[config.mk]
export PLATFORM = sky130hd
export DESIGN_NAME = mwadd_top
export DESIGN_NICKNAME = d
export VERILOG_FILES = /design/src/rtl/mwadd_pkg.sv /design/src/rtl/mwadd_decode.sv /design/src/rtl/mwadd_slice.sv /design/src/rtl/mwadd_top.sv
export SDC_FILE = /design/constraint.sdc
export NUM_CORES = 1
export LEC_CHECK = 0
export BUFFER_PORTS_ARGS = -buffer_cell sky130_fd_sc_hd__buf_2
export CORE_AREA = 2 2 153 155
export CTS_BUF_LIST = sky130_fd_sc_hd__clkbuf_8 sky130_fd_sc_hd__clkbuf_16
export DETAILED_ROUTE_END_ITERATION = 12
export DIE_AREA = 0 0 155 157
export GPL_ROUTABILITY_DRIVEN = 0
export GPL_TIMING_DRIVEN = 0
export HOLD_SLACK_MARGIN = 0.02
export PLACE_DENSITY = 0.84
export RECOVER_POWER = 50
export SYNTH_ARGS = -nofsm -noshare
export SYNTH_HDL_FRONTEND = slang
export SYNTH_HIERARCHICAL = 1
export SYNTH_SLANG_ARGS = --single-unit
[constraint.sdc]
create_clock -name clk -period 11.5 [get_ports clk]
set_clock_uncertainty 0.15 [all_clocks]
set_input_delay 0.575 -clock clk [delete_from_list [all_inputs] [get_ports clk]]
set_output_delay 0.575 -clock clk [all_outputs]
set_load 0.01 [all_outputs]
[src/rtl/mwadd_pkg.sv]
package mwadd_pkg;

    localparam logic [4:0] MODE_S32  = 5'b00001;
    localparam logic [4:0] MODE_D32  = 5'b00010;
    localparam logic [4:0] MODE_S64  = 5'b00100;
    localparam logic [4:0] MODE_D64  = 5'b01000;
    localparam logic [4:0] MODE_W128 = 5'b10000;

    // eight decoded controls: three slice enables, five mux selects
    typedef struct packed {
        logic en_lo0;
        logic en_lo1;
        logic en_hi;
        logic fb_c1;    // lane-0 carry-in from C1
        logic fb_c2;    // lane-0 carry-in from C2
        logic fb_c3;    // lane-0 carry-in from C3
        logic chain_1;  // lane-1 carry-in from lane-0 carry-out
        logic chain_hi; // wide slice carry-in from lane-1 carry-out
    } ctrl_t;

    typedef struct packed {
        logic c1;
        logic c2;
        logic c3;
    } carry_t;

endpackage

[src/rtl/mwadd_decode.sv]
module mwadd_decode
    import mwadd_pkg::*;
(
    input  logic [4:0] mode_code,
    output ctrl_t      ctrl
);

    always_comb begin
        ctrl = '0;
        unique case (mode_code)
            MODE_D32: begin
                ctrl.en_lo0 = 1'b1;
                ctrl.en_lo1 = 1'b1;
                ctrl.fb_c1  = 1'b1;
            end
            MODE_S64: begin
                ctrl.en_lo0  = 1'b1;
                ctrl.en_lo1  = 1'b1;
                ctrl.fb_c2   = 1'b1;
                ctrl.chain_1 = 1'b1;
            end
            MODE_D64: begin
                ctrl.en_lo0  = 1'b1;
                ctrl.en_lo1  = 1'b1;
                ctrl.en_hi   = 1'b1;
                ctrl.fb_c2   = 1'b1;
                ctrl.chain_1 = 1'b1;
            end
            MODE_W128: begin
                ctrl.en_lo0   = 1'b1;
                ctrl.en_lo1   = 1'b1;
                ctrl.en_hi    = 1'b1;
                ctrl.fb_c3    = 1'b1;
                ctrl.chain_1  = 1'b1;
                ctrl.chain_hi = 1'b1;
            end
            default: begin
                ctrl.en_lo0 = 1'b1;
                ctrl.fb_c1  = 1'b1;
            end
        endcase
    end

endmodule

[src/rtl/mwadd_slice.sv]
module mwadd_slice #(
    parameter int W = 32
) (
    input  logic         en,
    input  logic         cin,
    input  logic [W-1:0] a,
    input  logic [W-1:0] b,
    output logic [W-1:0] sum,
    output logic         cout
);

    logic [W-1:0] opa_g;
    logic [W-1:0] opb_g;
    logic         cin_g;
    logic [W:0]   raw;

    // operand isolation: an idle slice sees constant zeros
    always_comb begin
        opa_g = en ? a : '0;
        opb_g = en ? b : '0;
        cin_g = en & cin;
        raw   = {1'b0, opa_g} + {1'b0, opb_g} + {{W{1'b0}}, cin_g};
        sum   = raw[W-1:0];
        cout  = raw[W];
    end

endmodule

[src/rtl/mwadd_top.sv]
module mwadd_top
    import mwadd_pkg::*;
#(
    parameter int LANE_W = 32
) (
    input  logic                  clk,
    input  logic                  rst_n,
    input  logic                  clr,
    input  logic [4:0]            mode_code,
    input  logic [4*LANE_W-1:0]   a_i,
    input  logic [4*LANE_W-1:0]   b_i,
    output logic [4*LANE_W-1:0]   sum_o
);

    localparam int WIDE_W  = 2 * LANE_W;
    localparam int TOTAL_W = 4 * LANE_W;

    ctrl_t  ctrl;
    carry_t cry_d, cry_q;

    logic [1:0]        lo_en;
    logic [1:0]        lo_cin;
    logic [1:0]        lo_cout;
    logic [WIDE_W-1:0] lo_sum;
    logic [WIDE_W-1:0] hi_sum;
    logic              hi_cin;
    logic              hi_cout;

    mwadd_decode u_dec (
        .mode_code (mode_code),
        .ctrl      (ctrl)
    );

    // carry-in steering
    always_comb begin
        lo_en[0]  = ctrl.en_lo0;
        lo_en[1]  = ctrl.en_lo1;
        lo_cin[0] = (ctrl.fb_c1 & cry_q.c1)
                  | (ctrl.fb_c2 & cry_q.c2)
                  | (ctrl.fb_c3 & cry_q.c3);
        lo_cin[1] = ctrl.chain_1  ? lo_cout[0] : cry_q.c2;
        hi_cin    = ctrl.chain_hi ? lo_cout[1] : cry_q.c3;
    end

    // the two narrow slices
    for (genvar gi = 0; gi < 2; gi++) begin : g_lo
        mwadd_slice #(.W(LANE_W)) u_slice (
            .en   (lo_en[gi]),
            .cin  (lo_cin[gi]),
            .a    (a_i[gi*LANE_W +: LANE_W]),
            .b    (b_i[gi*LANE_W +: LANE_W]),
            .sum  (lo_sum[gi*LANE_W +: LANE_W]),
            .cout (lo_cout[gi])
        );
    end

    // the wide upper slice
    mwadd_slice #(.W(WIDE_W)) u_hi (
        .en   (ctrl.en_hi),
        .cin  (hi_cin),
        .a    (a_i[TOTAL_W-1:WIDE_W]),
        .b    (b_i[TOTAL_W-1:WIDE_W]),
        .sum  (hi_sum),
        .cout (hi_cout)
    );

    assign sum_o = {hi_sum, lo_sum};

    // carry register next state
    always_comb begin
        cry_d = cry_q;
        if (clr) begin
            cry_d = '0;
        end else begin
            if (ctrl.en_lo0) cry_d.c1 = lo_cout[0];
            if (ctrl.en_lo1) cry_d.c2 = lo_cout[1];
            if (ctrl.en_hi)  cry_d.c3 = hi_cout;
        end
    end

    always_ff @(posedge clk or negedge rst_n) begin
        if (!rst_n) cry_q <= '0;
        else        cry_q <= cry_d;
    end

endmodule

# Yosys cells after proc, flatten, opt, wreduce, memory -nomap -nowiden

Index checks and enable logic that the tools add are counted.

Flip-flop bits (word level): 3
Input port bits: 264
Output and inout port bits: 128

Add/subtract/negate cells: 6
Eq/ne operators: 4
Muxes and demuxes: 15
Bitwise logic cells: 7
Reductions and logical operators: 6

Operator list:

| operator                                      | number |
|---|---|
| two-way mux 64 bit                            | 2 |
| adder 32 x 32 -> 33 bit                       | 2 |
| adder 33 x 1 -> 33 bit                        | 2 |
| adder 64 x 64 -> 65 bit                       | 1 |
| adder 65 x 1 -> 65 bit                        | 1 |
| two-way mux 32 bit                            | 2 |
| two-way mux 1 bit                             | 10 |
| bitwise AND 1 bit                             | 5 |
| == test 5 x 2 -> 1 bit, second input constant | 1 |
| == test 5 x 3 -> 1 bit, second input constant | 1 |
| == test 5 x 4 -> 1 bit, second input constant | 1 |
| == test 5 bit, second input constant          | 1 |
| nonzero test 2 bit                            | 2 |
| OR reduction 2 bit                            | 2 |
| OR reduction 4 bit                            | 1 |
| two-way mux 3 bit                             | 1 |
| OR reduction 3 bit                            | 1 |
| OR 1 bit                                      | 2 |

# Depth between registers and ports, before layout

Word-level depth: 15
Depth in mapped cells: 42
Gate-level depth less buffers: 42

# Modules after synthesis

Netlist, hierarchy kept.

By module, submodules not included:

| module                            | times used | cells each | area an instance (µm²) | sequential area each (µm²) |
|---|---|---|---|---|
| mwadd_slice (u_hi)                | 1          | 710        | 4823.4                 | 0.0 |
| mwadd_slice (g_lo[0].u_slice ...) | 2          | 319        | 2238.4                 | 0.0 |
| mwadd_top                         | 1          | 13         | 152.6                  | 75.1 |
| mwadd_decode                      | 1          | 19         | 133.9                  | 0.0 |

# Worst setup path before layout

No wires, ideal clock.

Path kind: input to output
Start: input port mode_code[2]
End: output port sum_o[118]
Arrival time: 8.189 ns
Required time: 10.775 ns
Slack: 2.586 ns
Cell stages on the path: 40
Cells stage by stage: or3b_1 > o21ai_0 > nand2_1 > a222oi_1 > inv_1 > nand2_1 > fa_1 > inv_1 > fa_1 > a21o_1 > a221oi_2 > o211ai_2 > a21oi_4 > o31a_2 > o21ai_1 > mux2_1 > nand2_1 > fa_1 > [... 4 more ...] > o211ai_2 > a21oi_4 > o31a_2 > o21ai_1 > mux2_2 > nand2_1 > fa_1 > inv_1 > fa_1 > a21o_1 > a221oi_2 > nor2_2 > o2111ai_2 > a31oi_1 > o21ai_1 > nand3_1 > and4_1 > a2111oi_2

RTL lines:

| element            | RTL line        | RTL |
|---|---|---|
| start: declaration | mwadd_top.sv:9  | `input logic [4:0] mode_code,` |
| end: declaration   | mwadd_top.sv:12 | `output logic [4*LANE_W-1:0] sum_o` |

==> impl_metrics.py <==
metrics = {
    "setup_path": {
        "path_max_fanout": 5,
        "critical-path-slowest-cell": "fa_1",
        "crit_start": "mode_code[2]",
        "path_delay_family": "compound AO/OA/AOI/OAI gates",
        "slowest_delay_ns": 0.44,
        "r2r_start": "cry_q[1]",
        "worstSetupStartpointType": "input port",
        "critical_path_class": "in -> out",
        "cp.required_ns": 10.78,
        "critical_path_arrival_ns": 10.18,
        "critPathCaptureType": "output port",
        "path_common_cell": "fa_1",
        "critPathBufInv": 6,
    },
    "sta": {
        "fmax_mhz": 91.7,
        "fin_ws_ns": 0.594,
        "setup-violations-final": 0,
        "finalHoldViolCount": 0,
        "holdWs_ns": 0.385,
        "period_needed_ns": 10.91,
        "slew_viol_final": 0,
        "max_slew_margin_pct": 40.3,
        "min_period_over_period_pct": 94.8,
        "fin_setup_tns_ns": 0,
        "rsz0062_at_grt": "false",
        "tightest_slew_ns": 0.895,
    },
    "synth": {
        "syn_nets": 1775,
        "yosysSeqAreaShare_pct": 0.783,
        "ys.flop_type": "dfrtp_1",
        "syn-cell-area_um2": 9590,
        "synth_cell_types": 87,
        "synth_edf_count": 0,
        "ys_ff_latch": 3,
        "async_reset_ff_share_pct": 100,
        "syn_avg_cell_area_um2": 6.95,
        "yosysWarnings": 6,
        "syn_inst": 1380,
    },
    "cts": {
        "cts.clk_slew.worst_paths_ns": 0.03,
        "clock_sinks": 3,
        "worstSkewPairLatency_ns": 0.22,
        "cts_root_buffer": "clkbuf_16",
        "ctsHtreeMaxLevel": 1,
        "cts_buffers": 3,
        "cts_tree": "yes",
        "cts.path.max_buffers": 2,
    },
    "layout": {
        "synthToLayoutAreaGrowth_pct": 24.3,
        "largest_reg_flops": 3,
        "largestRegisters": "cry_q: 3 flops",
        "nNetsFinal": 2171,
        "top_register": "cry_q",
        "layout_common_cells": "buf_2 (348), and2_1 (254), a21oi_1 (145)",
        "design_area_um2": 11900,
        "fin_cells": 2066,
        "post-route-util_pct": 53.0,
        "layout-drive-gt1-share_pct": 24.1,
        "final_common_cell": "buf_2",
    },
    "route": {
        "antenna_left": 0,
        "drt-met1-wl_um": 13300,
        "dr_wl_met3_um": 2570,
        "routed_wl_um": 33800,
        "routed-wl-met2_um": 16400,
        "drc_errors": 0,
        "drt-initial-drc-count": 808,
        "vias": 11700,
        "vias_per_cell": 5.66,
        "routed.top_layer": "met4",
        "wl_per_cell_um": 16.4,
        "first_pass_iters": 5,
    },
    "floorplan": {
        "core_um2": 22500,
        "fp-row-count": 55,
        "die_area_um2": 24300,
        "die_width_um": 155,
        "die-height_um": 157,
        "start_util_pct": 42.6,
        "io_pins": 392,
    },
    "global_routing": {
        "grt_pass1_wl_um": 51700,
        "antenna_found_initial": 6,
        "grt_pass1_vias": 11000,
        "grtUsageTotal_pct": 25.7,
        "grt_start_max_net_pins": 11,
        "overflow": 0,
    },
    "placement": {
        "numPlacedInstances": 2055,
        "detailedPlace.worstSlack_ns": 0.507,
        "place_area_um2": 11900,
        "io_buffers": 390,
        "dp_hpwl_um": 29200,
    },
    "power_and_ir_drop": {
        "power.density_nw_per_um2": 28.9,
        "p_leak_nw": 6.49,
        "ir_drop_v": 0.0000248,
        "power_mw": 0.345,
    },
    "job": {
        "maxCapViolCount": 0,
    },
    "outcome": {
        "status": "completed",
    },
    "worst_hold_path": {
        "worstHoldStart": "clr",
        "hold_path_class": "in -> reg",
    },
}
==> cells by family after synthesis <==
logic type,Yosys count,synth area share (%)
buffers and inverters,103,5.43
adder cells (fa/ha/maj),131,17.6
multiplexers,7,0.757
XOR/XNOR,122,11.1
AO/OA/AOI/OAI,442,31.3
flip-flops,3,0.783
AND/OR/NAND/NOR,571,33.0
other,1,0.0391
==> routing by layer <==
layer / global-route usage, % / vias to the layer above
met2: 46.9 / 586
met3: 3.30 / 99
met1: 29.6 / 5284
met5: 0 / -
li1: - / 5731
met4: 12.3 / 0
==> synth_stat cells, types with 4 or more instances <==
cell | count | area [µm²]
a211o_1 | 5 | 43.8
a211oi_1 | 9 | 67.6
a21o_1 | 78 | 586
a21o_2 | 5 | 43.8
a21oi_1 | 142 | 711
a21oi_4 | 5 | 81.3
a31oi_1 | 16 | 100
a41oi_1 | 4 | 35.0
and2_1 | 254 | 1590
and3_1 | 12 | 75.1
and4_1 | 6 | 52.6
buf_4 | 9 | 67.6
buf_6 | 7 | 78.8
clkbuf_1 | 51 | 191
clkbuf_8 | 4 | 55.1
fa_1 | 6 | 120
ha_1 | 125 | 1560
inv_1 | 30 | 113
mux2i_1 | 5 | 50.1
nand2_1 | 105 | 394
nand2b_1 | 21 | 131
nand3_1 | 18 | 90.1
nand4_1 | 29 | 181
nor2_1 | 74 | 278
nor2b_1 | 7 | 43.8
nor3_1 | 12 | 60.1
nor3b_1 | 4 | 30.0
nor4_1 | 4 | 25.0
o211ai_1 | 15 | 113
o21a_1 | 10 | 75.1
o21ai_0 | 46 | 230
o21ai_1 | 26 | 130
o21ai_2 | 4 | 35.0
o21bai_1 | 20 | 150
o311a_1 | 4 | 40.0
xnor2_1 | 74 | 648
xor2_1 | 48 | 420
==> path summary, 6_finish.rpt <==
path | to | slack (ns) | cells past startpoint
worst max register to register | cry_q[0] | 2.07 | 39
worst max-delay path | sum_o[118] | 0.59 | 42
worst min register to register | cry_q[1] | 0.40 | 2
min in group asynchronous | cry_q[2] | 0.60 | 2
worst min-delay path | cry_q[1] | 0.39 | 2
max in group asynchronous | cry_q[0] | 10.45 | 2
==> final cells by class <==
| type | instances | area [µm²] |
|---|---|---|
| fillers | 2155 | 10600 |
| multi-input cells | 1274 | 8970 |
| repair buffers | 391 | 1910 |
| plain buffers | 73 | 408 |
| well taps | 285 | 357 |
| inverters | 30 | 113 |
| flip-flops and latches | 3 | 75.1 |
| clock buffers | 3 | 75.1 |
| diodes | 6 | 15.0 |
| clock inverters | 1 | 3.75 |
==> worst reg2reg max path: cells and delay by family, from the launching register on <==
kind	cells	cell delay, ns
flip-flops	1	0.38
AND/OR/NAND/NOR	6	0.71
adder cells (fa/ha/maj)	6	1.95
multiplexers	3	0.87
AO/OA/AOI/OAI	20	4.89
buffers and inverters	4	0.33
==> repair_timing <==
| item | CTS | global route |
|---|---|---|
| hold buffers | 1 | 0 |
| gates resized for setup | 0 | 1 |
| endpoints found under the hold margin | 3 | 0 |
| endpoints found under the setup margin | 0 | 1 |
| setup buffers | 0 | 0 |
==> where the power goes <==
| part | leakage (nW) | internal, mW | switching (mW) |
|---|---|---|---|
| Combinational | 6.41 | 0.124 | 0.156 |
| Sequential | 0.0418 | 0.0107 | 0.0000519 |
| Clock | 0.0423 | 0.0448 | 0.00924 |
| Total | 6.49 | 0.179 | 0.166 |
(Power assumes the default switching activity.)
